### src/rtl/dpt_pkg.sv
package dpt_pkg;
  typedef enum logic [1:0] {
    EXT_CLOCK       = 2'd0,
    EXT_GATE        = 2'd1,
    EXT_TRIG_ONCE   = 2'd2,
    EXT_TRIG_RETRIG = 2'd3
  } ext_mode_e;

  typedef enum logic [1:0] {
    OUT_OFF = 2'd0,
    OUT_CH0 = 2'd1,
    OUT_CH1 = 2'd2,
    OUT_REF = 2'd3
  } out_sel_e;

  typedef struct packed {
    out_sel_e  sel;
    logic      cascade;
    logic      src_ext;
    ext_mode_e ext;
  } mode_t;

  localparam int ADDR_CTRL = 4;
  localparam int ADDR_MODE = 5;
  localparam int RD_CNT0   = 0;
  localparam int RD_CNT1   = 1;
endpackage

### src/rtl/dpt_sync_edge.sv
module dpt_sync_edge #(
  parameter int STAGES = 2
) (
  input  logic clk,
  input  logic rst_n,
  input  logic pin,
  output logic level,
  output logic fall
);
  logic [STAGES:0] sh_q, sh_d;

  always_comb begin
    sh_d = {sh_q[STAGES-1:0], pin};
  end

  always_ff @(posedge clk or negedge rst_n) begin
    if (!rst_n) sh_q <= '1;
    else        sh_q <= sh_d;
  end

  assign level = sh_q[STAGES-1];
  assign fall  = sh_q[STAGES] & ~sh_q[STAGES-1];


  single_edge_chk: assert property (@(posedge clk) disable iff (!rst_n)
    fall |=> !fall);
endmodule

### src/rtl/dpt_chan.sv
module dpt_chan #(
  parameter int PRE_W = 6,
  parameter int CNT_W = 8
) (
  input  logic             clk,
  input  logic             rst_n,
  input  logic             ld,
  input  logic             tick,
  input  logic             cont,
  input  logic [PRE_W-1:0] pre_init,
  input  logic [CNT_W-1:0] cnt_init,
  output logic [CNT_W-1:0] cnt,
  output logic             tc
);
  localparam logic [PRE_W-1:0] PRE_ONE = PRE_W'(1);
  localparam logic [CNT_W-1:0] CNT_ONE = CNT_W'(1);

  logic [PRE_W-1:0] pre_q, pre_d;
  logic [CNT_W-1:0] cnt_q, cnt_d;
  logic             pre_end, cnt_end;

  assign pre_end = (pre_q == PRE_ONE);
  assign cnt_end = (cnt_q == CNT_ONE);
  assign tc      = tick & ~ld & pre_end & cnt_end;

  always_comb begin
    pre_d = pre_q;
    cnt_d = cnt_q;
    if (ld) begin
      pre_d = pre_init;
      cnt_d = cnt_init;
    end else if (tick) begin
      if (pre_end) begin
        pre_d = pre_init;
        if (cnt_end) cnt_d = cont ? cnt_init : '0;
        else         cnt_d = cnt_q - CNT_ONE;
      end else begin
        pre_d = pre_q - PRE_ONE;
      end
    end
  end

  always_ff @(posedge clk or negedge rst_n) begin
    if (!rst_n) begin
      pre_q <= '0;
      cnt_q <= '0;
    end else begin
      pre_q <= pre_d;
      cnt_q <= cnt_d;
    end
  end

  assign cnt = cnt_q;


  count_step_chk: assert property (@(posedge clk) disable iff (!rst_n)
    (tick && !ld && pre_end && !cnt_end) |=> (cnt_q == ($past(cnt_q) - CNT_ONE)));


  hold_idle_chk: assert property (@(posedge clk) disable iff (!rst_n)
    (!tick && !ld) |=> ($stable(cnt_q) && $stable(pre_q)));
endmodule

### src/rtl/dpt_t1_src.sv
module dpt_t1_src
  import dpt_pkg::*;
(
  input  logic      clk,
  input  logic      rst_n,
  input  logic      run,
  input  logic      cascade,
  input  logic      src_ext,
  input  ext_mode_e ext,
  input  logic      div_tick,
  input  logic      fall,
  input  logic      level,
  input  logic      t0_tc,
  input  logic      tc_self,
  input  logic      cont,
  output logic      tick,
  output logic      trig_load,
  output logic      trig_mode
);
  logic active_q, active_d;

  assign trig_mode = src_ext & ~cascade & ext[1];
  assign trig_load = trig_mode & run & fall &
                     ((ext == EXT_TRIG_RETRIG) | ~active_q);

  always_comb begin
    active_d = active_q;
    if (!trig_mode || !run)   active_d = 1'b0;
    else if (trig_load)       active_d = 1'b1;
    else if (tc_self && !cont) active_d = 1'b0;
  end

  always_ff @(posedge clk or negedge rst_n) begin
    if (!rst_n) active_q <= 1'b0;
    else        active_q <= active_d;
  end

  always_comb begin
    tick = 1'b0;
    if (run) begin
      if (cascade)       tick = t0_tc;
      else if (!src_ext) tick = div_tick;
      else begin
        case (ext)
          EXT_CLOCK: tick = fall;
          EXT_GATE:  tick = div_tick & level;
          default:   tick = active_q & div_tick & ~trig_load;
        endcase
      end
    end
  end
endmodule

### src/rtl/dual_prescaled_timer.sv
module dual_prescaled_timer
  import dpt_pkg::*;
#(
  parameter int PRE_W       = 6,
  parameter int CNT_W       = 8,
  parameter int DATA_W      = 8,
  parameter int ADDR_W      = 3,
  parameter int SYNC_STAGES = 2,
  parameter int DIV_W       = 2
) (
  input  logic              clk,
  input  logic              rst_n,
  input  logic              wr_en,
  input  logic [ADDR_W-1:0] wr_addr,
  input  logic [DATA_W-1:0] wr_data,
  input  logic [ADDR_W-1:0] rd_addr,
  output logic [DATA_W-1:0] rd_data,
  input  logic              tin,
  output logic              irq0,
  output logic              irq1,
  output logic              tout
);
  localparam int NCH    = 2;
  localparam int MODE_W = $bits(mode_t);

  logic             ctrl_wr, mode_wr;
  mode_t            mode_q, mode_d;
  logic [NCH-1:0]   run_q, run_d, sw_ld, ld_v, tick_v, tc_v, irq_q, stop_ok, cont_q;
  logic [PRE_W-1:0] pre_init_q [NCH];
  logic [CNT_W-1:0] cnt_init_q [NCH];
  logic [CNT_W-1:0] cnt_v      [NCH];
  logic [DIV_W-1:0] div_q, div_d;
  logic             div_tick, ext_level, ext_fall, trig_load1, trig1;
  logic             tog_q, tog_d, tc_sel;

  assign ctrl_wr = wr_en && (wr_addr == ADDR_W'(ADDR_CTRL));
  assign mode_wr = wr_en && (wr_addr == ADDR_W'(ADDR_MODE));

  // divide-by-four reference
  assign div_d    = div_q + DIV_W'(1);
  assign div_tick = &div_q;

  always_ff @(posedge clk or negedge rst_n) begin
    if (!rst_n) div_q <= '0;
    else        div_q <= div_d;
  end

  // mode register
  assign mode_d = mode_wr ? mode_t'(wr_data[MODE_W-1:0]) : mode_q;

  always_ff @(posedge clk or negedge rst_n) begin
    if (!rst_n) mode_q <= '0;
    else        mode_q <= mode_d;
  end

  dpt_sync_edge #(.STAGES(SYNC_STAGES)) u_sync (
    .clk   (clk),
    .rst_n (rst_n),
    .pin   (tin),
    .level (ext_level),
    .fall  (ext_fall)
  );

  assign stop_ok = {~trig1, 1'b1};

  for (genvar i = 0; i < NCH; i++) begin : g_ch
    logic             pre_wr, cnt_wr;
    logic [PRE_W-1:0] pre_init_d;
    logic [CNT_W-1:0] cnt_init_d;
    logic             cont_d;

    assign pre_wr = wr_en && (wr_addr == ADDR_W'(2 * i));
    assign cnt_wr = wr_en && (wr_addr == ADDR_W'(2 * i + 1));
    assign sw_ld[i] = ctrl_wr & wr_data[2 * i];

    always_comb begin
      pre_init_d = pre_wr ? wr_data[PRE_W-1:0] : pre_init_q[i];
      cont_d     = pre_wr ? wr_data[PRE_W]     : cont_q[i];
      cnt_init_d = cnt_wr ? wr_data[CNT_W-1:0] : cnt_init_q[i];
      run_d[i]   = run_q[i];
      if (ctrl_wr)                                  run_d[i] = wr_data[2 * i + 1];
      else if (tc_v[i] && !cont_q[i] && stop_ok[i]) run_d[i] = 1'b0;
    end

    always_ff @(posedge clk or negedge rst_n) begin
      if (!rst_n) begin
        pre_init_q[i] <= '0;
        cnt_init_q[i] <= '0;
        cont_q[i]     <= 1'b0;
        run_q[i]      <= 1'b0;
        irq_q[i]      <= 1'b0;
      end else begin
        pre_init_q[i] <= pre_init_d;
        cnt_init_q[i] <= cnt_init_d;
        cont_q[i]     <= cont_d;
        run_q[i]      <= run_d[i];
        irq_q[i]      <= tc_v[i];
      end
    end

    dpt_chan #(.PRE_W(PRE_W), .CNT_W(CNT_W)) u_chan (
      .clk      (clk),
      .rst_n    (rst_n),
      .ld       (ld_v[i]),
      .tick     (tick_v[i]),
      .cont     (cont_q[i]),
      .pre_init (pre_init_q[i]),
      .cnt_init (cnt_init_q[i]),
      .cnt      (cnt_v[i]),
      .tc       (tc_v[i])
    );


    single_pass_stop_chk: assert property (@(posedge clk) disable iff (!rst_n)
      (tc_v[i] && !cont_q[i] && stop_ok[i] && !ctrl_wr) |=> (!run_q[i] && cnt_v[i] == '0));


    load_value_chk: assert property (@(posedge clk) disable iff (!rst_n)
      ld_v[i] |=> (cnt_v[i] == $past(cnt_init_q[i])));
  end

  dpt_t1_src u_t1_src (
    .clk       (clk),
    .rst_n     (rst_n),
    .run       (run_q[1]),
    .cascade   (mode_q.cascade),
    .src_ext   (mode_q.src_ext),
    .ext       (mode_q.ext),
    .div_tick  (div_tick),
    .fall      (ext_fall),
    .level     (ext_level),
    .t0_tc     (tc_v[0]),
    .tc_self   (tc_v[1]),
    .cont      (cont_q[1]),
    .tick      (tick_v[1]),
    .trig_load (trig_load1),
    .trig_mode (trig1)
  );

  assign tick_v[0] = run_q[0];
  assign ld_v[0]   = sw_ld[0];
  assign ld_v[1]   = sw_ld[1] | trig_load1;

  // output pin
  always_comb begin
    case (mode_q.sel)
      OUT_CH0: tc_sel = tc_v[0];
      OUT_CH1: tc_sel = tc_v[1];
      default: tc_sel = 1'b0;
    endcase
    tog_d = tog_q ^ tc_sel;
  end

  always_ff @(posedge clk or negedge rst_n) begin
    if (!rst_n) tog_q <= 1'b0;
    else        tog_q <= tog_d;
  end

  always_comb begin
    case (mode_q.sel)
      OUT_OFF: tout = 1'b0;
      OUT_REF: tout = div_q[DIV_W-1];
      default: tout = tog_q;
    endcase
  end

  assign irq0 = irq_q[0];
  assign irq1 = irq_q[1];

  always_comb begin
    rd_data = '0;
    case (rd_addr)
      ADDR_W'(RD_CNT0):   rd_data = DATA_W'(cnt_v[0]);
      ADDR_W'(RD_CNT1):   rd_data = DATA_W'(cnt_v[1]);
      ADDR_W'(ADDR_MODE): rd_data = DATA_W'(mode_q);
      default:            rd_data = '0;
    endcase
  end


  tout_toggle_chk: assert property (@(posedge clk) disable iff (!rst_n)
    (mode_q.sel == OUT_CH0 && tc_v[0] && !mode_wr) |=> (tout != $past(tout)));
endmodule

### config.mk
export PLATFORM = sky130hd
export DESIGN_NAME = dual_prescaled_timer
export DESIGN_NICKNAME = d
export VERILOG_FILES = /design/src/rtl/dpt_pkg.sv /design/src/rtl/dpt_sync_edge.sv /design/src/rtl/dpt_chan.sv /design/src/rtl/dpt_t1_src.sv /design/src/rtl/dual_prescaled_timer.sv
export SDC_FILE = /design/constraint.sdc
export NUM_CORES = 1
export LEC_CHECK = 0
export BUFFER_PORTS_ARGS = -buffer_cell sky130_fd_sc_hd__buf_2
export CELL_PAD_IN_SITES_DETAIL_PLACEMENT = 1
export CELL_PAD_IN_SITES_GLOBAL_PLACEMENT = 1
export CORE_MARGIN = 3
export CORE_UTILIZATION = 51
export DETAILED_ROUTE_END_ITERATION = 10
export GPL_TIMING_DRIVEN = 0
export PLACE_DENSITY = 0.82
export SLEW_MARGIN = 30
export SYNTH_ARGS = -nofsm -noshare
export SYNTH_HDL_FRONTEND = slang
export SYNTH_SLANG_ARGS = --single-unit
export TNS_END_PERCENT = 50
### constraint.sdc
create_clock -name clk -period 4.85 [get_ports clk]
set_input_delay 0.2425 -clock clk [delete_from_list [all_inputs] [get_ports clk]]
set_output_delay 0.2425 -clock clk [all_outputs]
set_load 0.01 [all_outputs]
# After elaboration in Yosys (flattened, before gate mapping)
# Cells that the tools add are included.
[totals]
regBits = 75
output_inout_bits = 11
[classes]
add_sub_neg = 5
eq_ne = 16
mux = 30
n_bitwise = 27
n_reduce_logical = 28
[ops]
columns = ["op", "n"]
rows = [
  ["2-to-1 mux 8 bit", 10],
  ["2-to-1 mux 6 bit", 6],
  ["one-hot mux 8 bit (3 select lines)", 1],
  ["bitwise AND 1 bit", 17],
  ["equality test 8 x 1 -> 1 bit (second input constant)", 2],
  ["subtractor 8 x 1 -> 8 bit (second input constant)", 2],
  ["equality test 6 x 1 -> 1 bit (second input constant)", 2],
  ["nonzero test 2 bit", 6],
  ["subtractor 6 x 1 -> 6 bit (second input constant)", 2],
  ["2-to-1 mux 1 bit", 10],
  ["equality test 3 bit (second input constant)", 3],
  ["logical AND 1 bit", 9],
  ["inverter 1 bit", 7],
  ["equality test 2 bit (second input constant)", 3],
  ["equality test 3 x 1 -> 1 bit (second input constant)", 2],
  ["equality test 3 x 2 -> 1 bit (second input constant)", 2],
  ["zero test 3 bit", 2],
  ["one-hot mux 1 bit (2 select lines)", 3],
  ["AND reduction 2 bit", 3],
  ["equality test 2 x 1 -> 1 bit (second input constant)", 2],
  ["zero test 1 bit", 4],
  ["zero test 2 bit", 2],
  ["nonzero test 3 bit", 1],
  ["adder 2 x 1 -> 2 bit (second input constant)", 1],
  ["other kinds (3)", 4],
]

# Logic depth before layout (Yosys ltp)
[logic_depth]
word_depth = 19
mapped_depth = 10

# By module
# A second synthesis with hierarchy kept.
[hier_totals]
hier_cells = 389
hier_area_um2 = 4125.2
[by_module_without_submodules]
columns = ["mod", "instances", "cells_each", "area_each_um2", "seq_area_each_um2"]
rows = [
  ["dpt_chan", 2, 114, 994.7, 350.3],
  ["dual_prescaled_timer", 1, 137, 1896.8, 1076.0],
  ["dpt_t1_src", 1, 20, 146.4, 25.0],
  ["dpt_sync_edge", 1, 4, 92.6, 78.8],
]

# Least setup slack after synthesis
# OpenSTA, ideal clock, no wires.
[synth_path]
path_type = "reg-to-reg"
startpoint = "register g_ch[0].u_chan.pre_q[2]"
endpoint = "register g_ch[1].u_chan.pre_q[3]"
setup_time_ns = 0.126
arrival_ns = 1.977
required_ns = 4.724
setup_slack_ns = 2.747
path_stages_with_launch = 8
synth_period_minus_slack_ns = 2.103
path_cell_list = "dfrtp_1 -> or3_4 -> nor3_4 -> a31o_4 -> nand2_2 -> buf_6 -> o311a_1 -> a221o_1"
[synth_between]
elab_chain_len = 6
[synth_lines]
columns = ["item", "line_no", "source"]
rows = [
  ["start: declaration", "dpt_chan.sv:18", "logic [PRE_W-1:0] pre_q, pre_d;"],
  ["start signal: assignment", "dpt_chan.sv:48", "pre_q <= pre_d;"],
  ["equality test 6 x 1 -> 1 bit", "dpt_chan.sv:22", "assign pre_end = (pre_q == PRE_ONE);"],
  ["bitwise AND 1 bit (2 in a row)", "dpt_chan.sv:24", "assign tc = tick & ~ld & pre_end & cnt_end;"],
  ["2-to-1 mux 1 bit", "dpt_t1_src.sv:41", "if (cascade) tick = t0_tc;"],
  ["2-to-1 mux 1 bit", "dpt_t1_src.sv:40", "if (run) begin"],
  ["nonzero test 2 bit (no source line)", "--", ""],
  ["end signal: assignment", "dpt_chan.sv:48", ""],
  ["end: declaration", "dpt_chan.sv:18", ""],
]
# Every way passes these cells.
# A chain may end at the register's enable or synchronous reset.

# Worst setup path after layout
[layout_path]
startpoint = "register mode_q[3] (netlist bit)"
endpoint = "register g_ch[1].u_chan.cnt_q[7]"
[layout_between]
elab_chain_len = 14
[layout_lines]
columns = ["item", "line_no", "source"]
rows = [
  ["start: declaration", "dual_prescaled_timer.sv:27", "mode_t mode_q, mode_d;"],
  ["start signal: assignment", "dual_prescaled_timer.sv:53", "else mode_q <= mode_d;"],
  ["inverter 1 bit", "dpt_t1_src.sv:22", "assign trig_mode = src_ext & ~cascade & ext[1];"],
  ["bitwise AND 1 bit (2 in a row)", "dpt_t1_src.sv:22", ""],
  ["bitwise AND 1 bit (3 in a row)", "dpt_t1_src.sv:23", "assign trig_load = trig_mode & run & fall &"],
  ["inverter 1 bit", "dpt_t1_src.sv:47", "default: tick = active_q & div_tick & ~trig_load;"],
  ["bitwise AND 1 bit", "dpt_t1_src.sv:47", ""],
  ["one-hot mux 1 bit (2 select lines)", "dpt_t1_src.sv:44", "case (ext)"],
  ["2-to-1 mux 1 bit", "dpt_t1_src.sv:42", "else if (!src_ext) tick = div_tick;"],
  ["2-to-1 mux 1 bit", "dpt_t1_src.sv:41", ""],
  ["2-to-1 mux 1 bit", "dpt_t1_src.sv:40", ""],
  ["nonzero test 2 bit (no source line)", "--", ""],
  ["AND reduction 2 bit (no source line)", "--", ""],
  ["end signal: assignment", "dpt_chan.sv:49", "cnt_q <= cnt_d;"],
  ["end: declaration", "dpt_chan.sv:19", "logic [CNT_W-1:0] cnt_q, cnt_d;"],
]
# Parallel ways exist; a longest one is shown, timed or not.

==> impl_metrics.tcl <==
set metrics [dict create \
    worstHoldPathCells 2 \
    ant_nets 0 \
    status "complete, no violations" \
    arrival_ns 2.71 \
    syn2layout_area_growth_pct 13.9 \
    synthTopCellsByArea "dfrtp_1, mux2_2, o21ai_0, ha_1, a21oi_1" \
    synth_top_family_by_area "compound AO/OA/AOI/OAI gates" \
    detailed_place_hpwl_um 7790 \
    synth_flop_cell "dfrtp_1" \
    wl_per_cell_um 20.8 \
    crit_fanout 10 \
    fin_util 0.617 \
    rsz0062_at_grt "false" \
    numCtsBuffers 9 \
    critPathSlowestCell "a32oi_2" \
    min_period_over_period 0.504 \
    drt_iter0_markers 135 \
    leakagePower_nw 2.04 \
    grt_pass1_vias 3488 \
    place_ws_ns 2.49 \
    criticalPathCategory "reg2reg" \
    grt_overflow 0 \
    syn_avg_cell_area_um2 10.2 \
    slew_viol_final 0 \
    rows 31 \
    r2r_cells 6 \
    layout_setup_ws_ns 2.40 \
    path_delay_family "compound AO/OA/AOI/OAI gates" \
    final_net_count 467 \
    cts_tree "built" \
    grt_max_degree 40 \
    min-delay-start "wr_data[7]" \
    yosysWarnings 0 \
    antenna_cells 0 \
    synthXorXnorAreaFrac 0.00217 \
    crit_chain "and3b_1 > buf_2 > a32oi_2 > clkbuf_1 > o311ai_0 > a22oi_1" \
    max_cap_viol_count 0 \
    vias 3284 \
    synth-compound-area-share 0.169 \
    dieArea_mm2 0.00901 \
    synth_commonest_cells "dfrtp_1, mux2_2, nor2_1, o21ai_0" \
    hold_path_class "in2reg" \
    seq_area_frac_synth 0.466 \
    finalCriticalPeriod_ns 2.45 \
    grt_pass1_wl_um 18200 \
    htreeDepth 3 \
    finalSetupViolCount 0 \
    die_x_um 94.9 \
    clk_pin_slew_ns 0.07 \
    clkLatencyLatePin_ns 0.35 \
    gp_congestion 0.880 \
    pin_count 29 \
    post-cts-setup-buffer-count 0 \
    post-synth-top-area-cell "dfrtp_1" \
    dp.cells 523 \
    grt_usage 0.269 \
    initial_utilization 0.542 \
    end_kind "flip-flop" \
    p_total_mw 2.33 \
    antenna_found_initial 0 \
    synth-seq-cells 75 \
    synthDistinctLibCells 65 \
    crit_buf_inv 2 \
    synth_most_common_cell "dfrtp_1" \
    synthCells 397 \
    powerDensity_mw_per_mm2 508 \
    clockBufferDepth 2 \
    r2r_start "mode_q[3]$_DFFE_PN0P_" \
    syn_area_mm2 0.00403 \
    wl_um 11200 \
    slew_headroom 0.450 \
    min_to "cnt_init_q[15]$_DFFE_PN0P_" \
    synth_edf_count 0 \
    crit_start "mode_q[3]$_DFFE_PN0P_" \
    ir_drop_uv 269 \
    max_stage_delay_ns 0.55 \
    synth_adder_area_share 0.0372 \
    setup-tns-final_ns 0 \
    final_layout_size_suffix_gt1_frac 0.247 \
    die_y_um 94.9 \
    reg2reg_slack_ns 2.40 \
    clkSinkCount 75 \
    finClkSkew_ns 0.0143 \
    drc_errors 0 \
    hold_viol 0 \
    instances_no_fill 541 \
    synthArstFlopShare 1.00 \
    max_freq_mhz 409 \
    coreArea_mm2 0.00745 \
    cts-root-buf "clkbuf_8" \
    muxShareOfSynthArea 0.118 \
    via_per_inst 6.07 \
    required_ns 5.11 \
    cp-start-kind "flip-flop" \
    port_buffers 26 \
    yosys.area.top_type_share 0.447 \
    timing.rr.end "g_ch[1].u_chan.cnt[7]$_DFFE_PN0P_" \
    firstDrtPassIters 4 \
    tightest_slew_ns 0.821 \
    syn_nets 427 \
    yosys.area_share.simple 0.163 \
]
-- cells by family (layout without fill, tap and decap cells) --
group | Yosys count | count (layout)
and+or+nand+nor | 124 | 124
muxes | 43 | 43
DFF | 75 | 75
adders and majority gates | 12 | 12
AOI/OAI and AO/OA | 103 | 103
buffers and inverters | 39 | 84
xor gates and xnor gates | 1 | 1
-- metal layers --
layer | vias to the layer above | part of all wire | GRT usage
met5 | - | 0 | 0
met4 | 0 | 0.0097 | 0.0697
met3 | 9 | 0.042 | 0.0494
met2 | 73 | 0.50 | 0.456
met1 | 1676 | 0.45 | 0.355
li1 | 1526 | - | -
-- report_power, final --
part           total [mW]  switching, mW  internal, mW
registers           0.960          0.173         0.787
logic               0.758          0.425         0.333
clock network       0.616          0.232         0.383
total                2.33          0.830          1.50
-- stage by stage --
stage / hold WS, ns / instance area [um2]
after floorplan: -0.0531 / 4030
after global placement: 0.347 / 4290
after detailed placement: 0.248 / 4320
after CTS: 0.171 / 4600
after global routing: 0.179 / 4600
final: 0.186 / 4600
-- placed cells by master, fill, tap and decap left out, drive strengths merged, types with 3 or more instances in the layout --
master	instances
ha	12
dfstp	3
nor3	15
a31oi	5
nand2	29
bufinv	3
inv	21
o21ai	33
mux2i	7
nor4	4
and3b	3
buf	39
a22oi	6
o22ai	4
nand4	4
a32oi	5
mux2	36
a211oi	3
dfrtp	72
nor2	36
nor3b	6
nand3	7
or3	5
clkbuf	18
a21oi	27
a2bb2oi	3
-- timing repair --
action                                  in CTS  in global routing
resized for setup                            0                  0
hold endpoints to repair                    36                  0
endpoints found under the setup margin       0                  0
hold buffers                                 2                  0
-- how the worst max path moves through the flow --
stage | endpoint | cells past startpoint | slack [ns]
after floorplan | g_ch[1].u_chan.pre_q[3]$_DFFE_PN0P_ | 7 | 2.75
after global placement | g_ch[1].u_chan.pre_q[3]$_DFFE_PN0P_ | 8 | 2.52
after detailed placement | g_ch[1].u_chan.cnt[7]$_DFFE_PN0P_ | 6 | 2.49
after CTS | g_ch[1].u_chan.cnt[7]$_DFFE_PN0P_ | 6 | 2.43
after global routing | run_q[1]$_DFFE_PN0P_ | 6 | 2.26
final | g_ch[1].u_chan.cnt[7]$_DFFE_PN0P_ | 6 | 2.40
-- registers in the layout (all words and copies together), names as in the netlist --
signal	cells
pre_init_q	12
tog_q	1
mode_q	6
u_t1_src.active_q	1
g_ch.u_chan.pre_q	12
div_q	2
irq0	1
irq1	1
cont_q	2
cnt_init_q	16
g_ch.u_chan.cnt	16
run_q	2
u_sync.sh_q	3
-- worst register-to-register path: stages, from the launching register on --
cell	delay (ns)
dfrtp_1	0.46
and3b_1	0.21
buf_2	0.15
a32oi_2	0.55
clkbuf_1	0.52
o311ai_0	0.27
a22oi_1	0.20
-- area by class of cell --
type,instances,area (um2)
fillers,854,2850
multi-input cells,283,1980
flip-flops and latches,75,1880
repair buffers,29,173
clock buffers,12,165
well taps,99,124
plain buffers,18,101
clock inverters,4,95.1
inverters,21,78.8
Note: power is estimated with default switching activity, not from simulation.
